**config.mk**
```make
export PLATFORM = sky130hd
export DESIGN_NAME = asram_ctrl
export DESIGN_NICKNAME = d
export VERILOG_FILES = /design/src/rtl/asram_pkg.sv /design/src/rtl/asram_interval_timer.sv /design/src/rtl/asram_seq.sv /design/src/rtl/asram_datapath.sv /design/src/rtl/asram_ctrl.sv
export SDC_FILE = /design/constraint.sdc
export NUM_CORES = 1
export LEC_CHECK = 0
export ABC_AREA = 1
export BUFFER_PORTS_ARGS = -buffer_cell sky130_fd_sc_hd__buf_4
export CORE_UTILIZATION = 35
export DETAILED_ROUTE_END_ITERATION = 7
export PLACE_DENSITY = 0.59
export SYNTH_ARGS = -nofsm -noshare
export SYNTH_HDL_FRONTEND = slang
export SYNTH_SLANG_ARGS = --single-unit
```
**constraint.sdc**
```tcl
create_clock -name clk -period 1.5 [get_ports clk]
set_input_delay 0.15 -clock clk [delete_from_list [all_inputs] [get_ports clk]]
set_output_delay 0.15 -clock clk [all_outputs]
set_load 0.01 [all_outputs]
```
**src/rtl/asram_pkg.sv**
```systemverilog
// Shared types and elaboration-time helpers for the static RAM sequencer.
// Assumes all timing parameters are positive integers in nanoseconds.
package asram_pkg;

    typedef enum logic [1:0] {
        ST_IDLE    = 2'd0,
        ST_SETUP   = 2'd1,
        ST_STROBE  = 2'd2,
        ST_RECOVER = 2'd3
    } acc_state_e;

    // Round a nanosecond interval up to whole clock cycles, at least one.
    function automatic int ns2cyc(input int t_ns, input int clk_ns);
        int c;
        c = (t_ns + clk_ns - 1) / clk_ns;
        return (c < 1) ? 1 : c;
    endfunction

    function automatic int imax(input int a, input int b);
        return (a > b) ? a : b;
    endfunction

endpackage

```
**src/rtl/asram_interval_timer.sv**
```systemverilog
// Down-counter that times each phase of an access.
// Loading N gives N cycles in the phase; last_o marks the final one.
// Assumes load is only pulsed on a phase change.
module asram_interval_timer #(
    parameter int CNT_W = 5
) (
    input  logic             clk,
    input  logic             rst_n,
    input  logic             load,
    input  logic [CNT_W-1:0] load_val,
    output logic [CNT_W-1:0] cnt_o,
    output logic             last_o
);
    logic [CNT_W-1:0] cnt_q;

    // Load on phase entry, otherwise count toward zero.
    always_ff @(posedge clk) begin
        if (!rst_n)            cnt_q <= '0;
        else if (load)         cnt_q <= load_val;
        else if (cnt_q != '0)  cnt_q <= cnt_q - 1'b1;
    end

    assign cnt_o  = cnt_q;
    assign last_o = (cnt_q == CNT_W'(1));

endmodule

```
**src/rtl/asram_seq.sv**
```systemverilog
// Access sequencer: walks idle -> setup -> strobe -> recover and decodes
// the memory control strobes from the phase and the phase timer.
// Assumes req_fire is a single-cycle acceptance qualified by ready_o.
module asram_seq
    import asram_pkg::*;
#(
    parameter int CNT_W  = 5,
    parameter int N_WSTB = 9,
    parameter int N_RSTB = 10,
    parameter int N_WREC = 1,
    parameter int N_RREC = 4,
    parameter int N_WHZ  = 4
) (
    input  logic clk,
    input  logic rst_n,
    input  logic req_fire,
    input  logic req_write,
    output logic ready_o,
    output logic sel_act_o,
    output logic we_n_o,
    output logic oe_n_o,
    output logic dq_oe_o,
    output logic cap_en_o,
    output logic ack_set_o
);
    localparam logic [CNT_W-1:0] DQ_ON_AT = CNT_W'(N_WSTB - N_WHZ);

    acc_state_e       st_q, st_d;
    logic             wr_q;
    logic             ld;
    logic [CNT_W-1:0] ld_val;
    logic [CNT_W-1:0] cnt;
    logic             last;

    asram_interval_timer #(.CNT_W(CNT_W)) u_timer (
        .clk      (clk),
        .rst_n    (rst_n),
        .load     (ld),
        .load_val (ld_val),
        .cnt_o    (cnt),
        .last_o   (last)
    );

    // Phase transitions and the length of the phase being entered.
    always_comb begin
        st_d   = st_q;
        ld     = 1'b0;
        ld_val = '0;
        case (st_q)
            ST_IDLE: if (req_fire) begin
                st_d = ST_SETUP; ld = 1'b1; ld_val = CNT_W'(1);
            end
            ST_SETUP: if (last) begin
                st_d = ST_STROBE; ld = 1'b1;
                ld_val = wr_q ? CNT_W'(N_WSTB) : CNT_W'(N_RSTB);
            end
            ST_STROBE: if (last) begin
                st_d = ST_RECOVER; ld = 1'b1;
                ld_val = wr_q ? CNT_W'(N_WREC) : CNT_W'(N_RREC);
            end
            ST_RECOVER: if (last) st_d = ST_IDLE;
            default: st_d = ST_IDLE;
        endcase
    end

    // Phase register and latched access direction.
    always_ff @(posedge clk) begin
        if (!rst_n) begin
            st_q <= ST_IDLE;
            wr_q <= 1'b0;
        end else begin
            st_q <= st_d;
            if (req_fire) wr_q <= req_write;
        end
    end

    // Strobe decode from phase, direction and remaining phase cycles.
    always_comb begin
        ready_o   = (st_q == ST_IDLE);
        sel_act_o = (st_q == ST_SETUP) || (st_q == ST_STROBE);
        we_n_o    = !((st_q == ST_STROBE) && wr_q);
        oe_n_o    = !((st_q == ST_STROBE) && !wr_q);
        dq_oe_o   = (st_q == ST_STROBE) && wr_q && (cnt <= DQ_ON_AT);
        ack_set_o = (st_q == ST_STROBE) && last;
        cap_en_o  = ack_set_o && !wr_q;
    end


    we_sel_chk: assert property (@(posedge clk) disable iff (!rst_n)
        !we_n_o |-> sel_act_o);

    dq_we_chk: assert property (@(posedge clk) disable iff (!rst_n)
        dq_oe_o |-> !we_n_o);

    dq_late_chk: assert property (@(posedge clk) disable iff (!rst_n)
        $rose(dq_oe_o) |-> $past(!we_n_o));

    oe_we_chk: assert property (@(posedge clk) disable iff (!rst_n)
        !oe_n_o |-> (we_n_o && sel_act_o));

    ready_quiet_chk: assert property (@(posedge clk) disable iff (!rst_n)
        ready_o |-> (we_n_o && oe_n_o && !sel_act_o && !dq_oe_o));

    we_release_chk: assert property (@(posedge clk) disable iff (!rst_n)
        $rose(we_n_o) |-> !ready_o);

endmodule

```
**src/rtl/asram_datapath.sv**
```systemverilog
// Address/data holding registers, read capture and completion pulse.
// Assumes cap_en and ack_set come from the sequencer's last strobe cycle.
module asram_datapath #(
    parameter int ADDR_W = 18,
    parameter int DATA_W = 8
) (
    input  logic              clk,
    input  logic              rst_n,
    input  logic              req_fire,
    input  logic [ADDR_W-1:0] req_addr,
    input  logic [DATA_W-1:0] req_wdata,
    input  logic              cap_en,
    input  logic              ack_set,
    input  logic [DATA_W-1:0] mem_dq_in,
    output logic [ADDR_W-1:0] mem_addr,
    output logic [DATA_W-1:0] mem_dq_out,
    output logic [DATA_W-1:0] rsp_rdata,
    output logic              rsp_valid
);
    // Hold address and write data for the whole access.
    always_ff @(posedge clk) begin
        if (!rst_n) begin
            mem_addr   <= '0;
            mem_dq_out <= '0;
        end else if (req_fire) begin
            mem_addr   <= req_addr;
            mem_dq_out <= req_wdata;
        end
    end

    // Capture read data before output enable is released; raise the ack.
    always_ff @(posedge clk) begin
        if (!rst_n) begin
            rsp_rdata <= '0;
            rsp_valid <= 1'b0;
        end else begin
            rsp_valid <= ack_set;
            if (cap_en) rsp_rdata <= mem_dq_in;
        end
    end


    addr_take_chk: assert property (@(posedge clk) disable iff (!rst_n)
        $past(req_fire) |-> (mem_addr == $past(req_addr)));

    ack_pulse_chk: assert property (@(posedge clk) disable iff (!rst_n)
        rsp_valid |=> !rsp_valid);

endmodule

```
**src/rtl/asram_ctrl.sv**
```systemverilog
// Top of the asynchronous static RAM sequencer. Converts the nanosecond
// timing parameters to cycle counts and joins sequencer and datapath.
// Assumes a single outstanding request and a free-running clock.
module asram_ctrl
    import asram_pkg::*;
#(
    parameter int ADDR_W = 18,
    parameter int DATA_W = 8,
    parameter int CLK_NS = 5,
    parameter int T_WC   = 55,
    parameter int T_CW   = 45,
    parameter int T_AW   = 45,
    parameter int T_WP   = 40,
    parameter int T_DW   = 25,
    parameter int T_WHZ  = 20,
    parameter int T_RC   = 55,
    parameter int T_AA   = 55,
    parameter int T_OE   = 25,
    parameter int T_HZ   = 20
) (
    input  logic              clk,
    input  logic              rst_n,
    input  logic              req_valid,
    output logic              req_ready,
    input  logic              req_write,
    input  logic [ADDR_W-1:0] req_addr,
    input  logic [DATA_W-1:0] req_wdata,
    output logic              rsp_valid,
    output logic [DATA_W-1:0] rsp_rdata,
    output logic [ADDR_W-1:0] mem_addr,
    output logic              mem_sel_n,
    output logic              mem_sel,
    output logic              mem_oe_n,
    output logic              mem_we_n,
    output logic [DATA_W-1:0] mem_dq_out,
    output logic              mem_dq_oe,
    input  logic [DATA_W-1:0] mem_dq_in
);
    localparam int N_WC   = ns2cyc(T_WC,  CLK_NS);
    localparam int N_CW   = ns2cyc(T_CW,  CLK_NS);
    localparam int N_AW   = ns2cyc(T_AW,  CLK_NS);
    localparam int N_WP   = ns2cyc(T_WP,  CLK_NS);
    localparam int N_DW   = ns2cyc(T_DW,  CLK_NS);
    localparam int N_WHZ  = ns2cyc(T_WHZ, CLK_NS);
    localparam int N_RC   = ns2cyc(T_RC,  CLK_NS);
    localparam int N_AA   = ns2cyc(T_AA,  CLK_NS);
    localparam int N_OE   = ns2cyc(T_OE,  CLK_NS);
    localparam int N_HZ   = ns2cyc(T_HZ,  CLK_NS);
    localparam int N_WSTB = imax(imax(N_WP, N_CW - 1), imax(N_AW - 1, N_WHZ + N_DW));
    localparam int N_WREC = imax(1, N_WC - 1 - N_WSTB);
    localparam int N_RSTB = imax(N_OE, N_AA - 1);
    localparam int N_RREC = imax(imax(1, N_HZ), N_RC - 1 - N_RSTB);
    localparam int N_MAX  = imax(imax(N_WSTB, N_RSTB), imax(N_WREC, N_RREC));
    localparam int CNT_W  = $clog2(N_MAX + 1) + 1;

    logic req_fire;
    logic sel_act;
    logic cap_en;
    logic ack_set;

    assign req_fire  = req_valid && req_ready;
    assign mem_sel_n = !sel_act;
    assign mem_sel   = sel_act;

    asram_seq #(
        .CNT_W  (CNT_W),
        .N_WSTB (N_WSTB),
        .N_RSTB (N_RSTB),
        .N_WREC (N_WREC),
        .N_RREC (N_RREC),
        .N_WHZ  (N_WHZ)
    ) u_seq (
        .clk       (clk),
        .rst_n     (rst_n),
        .req_fire  (req_fire),
        .req_write (req_write),
        .ready_o   (req_ready),
        .sel_act_o (sel_act),
        .we_n_o    (mem_we_n),
        .oe_n_o    (mem_oe_n),
        .dq_oe_o   (mem_dq_oe),
        .cap_en_o  (cap_en),
        .ack_set_o (ack_set)
    );

    asram_datapath #(
        .ADDR_W (ADDR_W),
        .DATA_W (DATA_W)
    ) u_dp (
        .clk        (clk),
        .rst_n      (rst_n),
        .req_fire   (req_fire),
        .req_addr   (req_addr),
        .req_wdata  (req_wdata),
        .cap_en     (cap_en),
        .ack_set    (ack_set),
        .mem_dq_in  (mem_dq_in),
        .mem_addr   (mem_addr),
        .mem_dq_out (mem_dq_out),
        .rsp_rdata  (rsp_rdata),
        .rsp_valid  (rsp_valid)
    );


    ack_after_strobe_chk: assert property (@(posedge clk) disable iff (!rst_n)
        rsp_valid |-> ($past(!mem_we_n) || $past(!mem_oe_n)));

    sel_frame_chk: assert property (@(posedge clk) disable iff (!rst_n)
        $fell(mem_sel) |-> (mem_we_n && mem_oe_n));

endmodule

```
# After elaboration in Yosys (flattened, before gate mapping)
# Cells that the tools add are included.
[word_totals]
in_bits = 38
reg_bits = 43
memories = 0
latch_bits = 0
rom_bits = 0
mem_bits_rw = 0
[classes]
n_shift = 0
n_mul = 0
addsub = 1
n_eq_ne = 8
bitwise = 0
muxes = 16
div = 0
reduce_logical = 16
magnitude_cmp = 1
[op_table]
columns = ["operator", "n"]
rows = [
  ["2-to-1 mux 5 bit", 4],
  ["one-hot mux 5 bit (3 select lines)", 1],
  ["2-to-1 mux 2 bit", 5],
  ["!= test 2 x 1 -> 1 bit, second input constant", 4],
  ["one-hot mux 2 bit (4 select lines)", 1],
  ["logical AND 1 bit", 6],
  ["equality test 5 x 1 -> 1 bit, second input constant", 1],
  ["less-or-equal comparator 5 x 3 -> 1 bit, second input constant", 1],
  ["nonzero test 5 bit", 1],
  ["subtractor 5 x 1 -> 5 bit, second input constant", 1],
  ["equality test 2 bit, second input constant", 2],
  ["zero test 1 bit", 4],
  ["AND reduction 4 bit", 1],
  ["2-to-1 mux 1 bit", 3],
  ["2-to-1 mux 3 bit", 1],
  ["equality test 2 x 1 -> 1 bit, second input constant", 1],
  ["zero test 2 bit", 1],
  ["one-hot mux 1 bit (2 select lines)", 1],
  ["nonzero test 2 bit", 1],
  ["OR reduction 2 bit", 1],
  ["logical OR 1 bit", 1],
]

# Logic depth before layout (Yosys ltp)
[depth]
ltp_word = 5
mapped_depth = 10

# Cells and area by module
# A second synthesis with hierarchy kept.
[unflattened]
hier_cells = 315
hier_area_um2 = 2085.8
[by_module_without_submodules]
columns = ["module", "cells_each", "n_inst", "seq_area_each_um2", "area_per_inst_um2"]
rows = [
  ["asram_datapath", 219, 1, 700.7, 1461.4],
  ["asram_interval_timer", 47, 1, 100.1, 309.0],
  ["asram_seq", 46, 1, 60.1, 304.0],
  ["asram_ctrl", 3, 1, 0.0, 11.3],
]

# Least setup slack after synthesis
# Ideal clock, no wire load.
[synth_path]
kind = "register to register"
startpoint = "register u_seq.st_q[0]"
endpoint = "register u_dp.mem_addr[0]"
slack_ps = 95
period_less_slack_ps = 1405
setup_ps = 116
required_time_ps = 1384
n_path_buf = 1
t_arrival_ps = 1289
stages_incl_launch_ff = 8
path_cell_list = "dfxtp_1 -> inv_1 -> ha_1 -> nand2_1 -> clkinv_1 -> buf_2 -> nor2_1 -> nor2_1"
[synth_via]
elab_chain_len = 2
[synth_rtl]
columns = ["element", "line", "source"]
rows = [
  ["from (decl)", "asram_seq.sv:28", "acc_state_e st_q, st_d;"],
  ["from (signal assigned)", "asram_seq.sv:72", "st_q <= st_d;"],
  ["zero test 2 bit", "asram_seq.sv:79", "ready_o = (st_q == ST_IDLE);"],
  ["named net req_ready", "asram_ctrl.sv:24", "output logic req_ready,"],
  ["logical AND 1 bit", "asram_ctrl.sv:61", "assign req_fire = req_valid && req_ready;"],
  ["to (signal assigned)", "asram_datapath.sv:26", "mem_addr <= req_addr;"],
  ["to (decl)", "asram_datapath.sv:15", "output logic [ADDR_W-1:0] mem_addr,"],
]
# The timed path passes the listed nets, and every way through them passes these cells.
# A chain may end at the register's enable or synchronous reset.

# Worst setup path in the final report
[layout_path]
startpoint = "register u_seq.st_q[0]"
endpoint = "output port mem_dq_oe"
[layout_via]
elab_chain_len = 3
[layout_rtl]
columns = ["element", "line", "source"]
rows = [
  ["equality test 2 bit", "asram_seq.sv:83", "dq_oe_o = (st_q == ST_STROBE) && wr_q && (cnt <= DQ_ON_AT);"],
  ["logical AND 1 bit (2 in a row)", "asram_seq.sv:83", ""],
  ["to (decl)", "asram_ctrl.sv:36", "output logic mem_dq_oe,"],
]
# Every way passes these cells.

==> results.yml <==
status:
  status: "finished clean"
synthesis:
  synth_top_family_by_area: "simple AND/OR/NAND/NOR gates"
  synth-main-ff-cell: "dfxtp_1"
  synth_mux_area_share_pct: 0
  synth_area_um2: 1800
  yosysUniqueCellTypes: 23
  synth_warnings: 0
  synth_xor_area_share_pct: 1.94
  synthTopCellsByCount: "nor2_1 (62), dfxtp_1 (43), nand2_1 (32)"
  synth_edf_count: 0
  synth_seq_cells: 43
  synth_fa_ha_area_share_pct: 5.55
  synth_compound_area_share_pct: 12.5
  synth_fp_nets: 287
  synth_area_per_cell_um2: 7.49
  synth.most_common_cell: "nor2_1"
  async_flop_share_pct: 0
  synthSimpleGateAreaFrac_pct: 25.3
  synth.largest_area_cell: "dfxtp_1"
  synth_area_leaders: "dfxtp_1 (48%), nor2_1 (13%), o21ai_0 (8.3%), nand2_1 (6.7%), ha_1 (5.5%)"
  yosysSeqAreaShare_pct: 47.7
  synth_top_area_share_pct: 47.7
  netlist_instances: 241
critical_path:
  end_kind: "output port"
  worst_ep_arrival_time_ps: 1300
  cp_num_buf_inv: 2
  path_class: "flip-flop to output port"
  worst_ep_required_time_ps: 1350
  crit_family: "flip-flops"
  start_kind: "flip-flop"
  cp_max_fo: 3
  cpMaxStageDelayCell: "dfxtp_4"
  critPathMaxStageDelay_ps: 370
  crit_chain: "inv_4 -> ha_4 -> nand2_2 -> nor3_2 -> buf_4"
global_routing:
  globalRouteTotalUtil_pct: 16.2
  grt_pass1_vias: 1496
  antenna_found_initial: 0
  grt_max_degree: 18
  grt_pass1_wl_um: 6760
  grt.overflow.total: 0
power:
  peakVddDrop_mv: 1.51
  switchingPower_uw: 1830
  power_frac_comb_pct: 49.2
  swShare_pct: 39.6
  p_seq_share_pct: 35.3
  clock_power_share_pct: 15.5
  p_per_area_nw_per_um2: 1740
  leakage_uw: 0.00126
  p_int_uw: 2800
drt:
  via_per_inst: 4.37
  ant_nets: 0
  drt-initial-drc-count: 78
  drt_wl_total_um: 4300
  via_count: 1717
  drc: 0
  wl_per_cell_um: 10.9
  dr.pass1.iters: 4
placed_design:
  place_congestion: 0.831
  dp_hpwl_um: 3090
  portBuffers: 78
clocking:
  hold_buffers: 0
  worstSkewPairLatency_ps: 290
  cts_tree: "done"
  h-tree-depth: 2
  root_buffer: "clkbuf_8"
  cts_made_buffers: 5
  clk_path_buf_depth: 2
  cts.sinks: 43
  clk_pin_slew_ps: 80
die:
  die_width_um: 73.8
  die_h_um: 73.8
  rows: 25
  core_area_um2: 4850
  design.die.area_um2: 5450
  start_util_pct: 37.2
  io_pins: 79
sta:
  fmax_mhz: 691
  hold_viol: 0
  rsz0062_at_grt: "yes"
  whs_ps: 100
  period_share_pct: 96.5
  setup_viol: 0
  relSlewSlack_pct: 77.3
  clock_skew_ps: 5.52
  worstMarginPinSlew_ps: 340
  report.final.slew_viol_count: 0
  fin_crit_ps: 1450
job:
  maxCapViolCount: 0
finish:
  nets: 371
  utilization_pct: 54.9
  area_growth_pct: 47.5
  diodes: 0
  final_layout_size_suffix_gt1_share_pct: 36.2
worst_hold_path:
  hold_path_class: "primary input to flip-flop"
-- cell usage in the layout, fill, tap and decap left out, types with 4 or more instances in the layout --
cell / Yosys / final
o21ai_1: 4 / 6
nand2_1: 32 / 29
inv_1: 19 / 16
a21oi_1: 11 / 11
nor2_1: 62 / 61
ha_1: 8 / 5
nand2_2: 2 / 4
clkbuf_8: 0 / 5
dfxtp_1: 43 / 40
o21ai_0: 30 / 28
buf_4: 0 / 86
-- stage by stage --
step                      power (uW)  area, um^2  setup TNS, ps  cells  setup slack, ps
after detailed placement        3700        2480              0    383             12.2
final                           4630        2660              0    393             52.8
after global routing            5040        2660          -32.0    393            -11.6
after CTS                       4460        2580              0    391             3.25
after global placement          3680        2480              0    383             47.5
after floorplan                 2930        1800              0    241             95.0
-- final timing paths --
kind / startpoint / slack, ps / cells after the start / to
worst max-delay path: u_seq.st_q[0]$_SDFFE_PN0P_ / 50 / 5 / mem_dq_oe
worst min-delay path: req_wdata[1] / 100 / 3 / u_dp.mem_dq_out[1]$_SDFFE_PN0P_
worst max register to register: u_seq.u_timer.cnt_o[1]$_SDFFE_PN0P_ / 110 / 9 / u_seq.u_timer.cnt_o[0]$_SDFFE_PN0P_
worst min register to register: u_dp.rsp_rdata[0]$_SDFFE_PN0P_ / 470 / 2 / u_dp.rsp_rdata[0]$_SDFFE_PN0P_
-- metal layers --
layer,GRT usage (%),routed length [um],vias up
met4,6.41,56,0
met3,4.25,229,5
met5,0,0,-
met1,18.9,1840,746
li1,-,-,924
met2,28.0,2170,42
-- logic make-up (layout without fill, tap and decap cells) --
group                    count (synthesis)  count (layout)
AND/OR/NAND/NOR                        110             110
AO/OA/AOI/OAI                           45              45
flip-flops                              43              43
buffers and inverters                   31             116
adder cells (fa/ha/maj)                  8               8
XOR/XNOR                                 4               4
-- flip-flops by register name (all words and copies together), names as in the netlist --
signal / cells
u_seq.st_q: 2
u_dp.mem_dq_out: 8
u_dp.mem_addr: 18
u_dp.rsp_valid: 1
u_seq.wr_q: 1
u_seq.u_timer.cnt_o: 5
u_dp.rsp_rdata: 8
-- area by class of cell --
cell class,count,area [um^2]
clock buffers,6,72.6
clock inverters,2,12.5
fillers,494,2190
inverters,22,90.1
multi-input cells,167,890
flip-flops and latches,43,867
well taps,67,83.8
repair buffers,86,646
-- repair_timing --
item | CTS | global route
gates resized for setup | 6 | 19
pin swaps | 1 | 5
setup endpoints to repair | 3 | 42
buffers inserted | 0 | 2
gates cloned | 0 | 0
-- power by group through the flow --
stage / registers, uW / logic [uW] / clock network (uW)
final: 1640 / 2280 / 719
after global routing: 1680 / 2570 / 786
after CTS: 1610 / 2110 / 746
after detailed placement: 1630 / 2070 / 0
after global placement: 1620 / 2060 / 0
after floorplan: 1700 / 1230 / 0
-- worst register-to-register path, delay by kind of cell (launching register included) --
family / cells / cell delay (ps)
buffers and inverters: 2 / 130
AOI/OAI and AO/OA: 1 / 160
and+or+nand+nor: 5 / 490
adders and majority gates: 1 / 180
DFF: 1 / 340
Power figures use the tool's default switching activity.
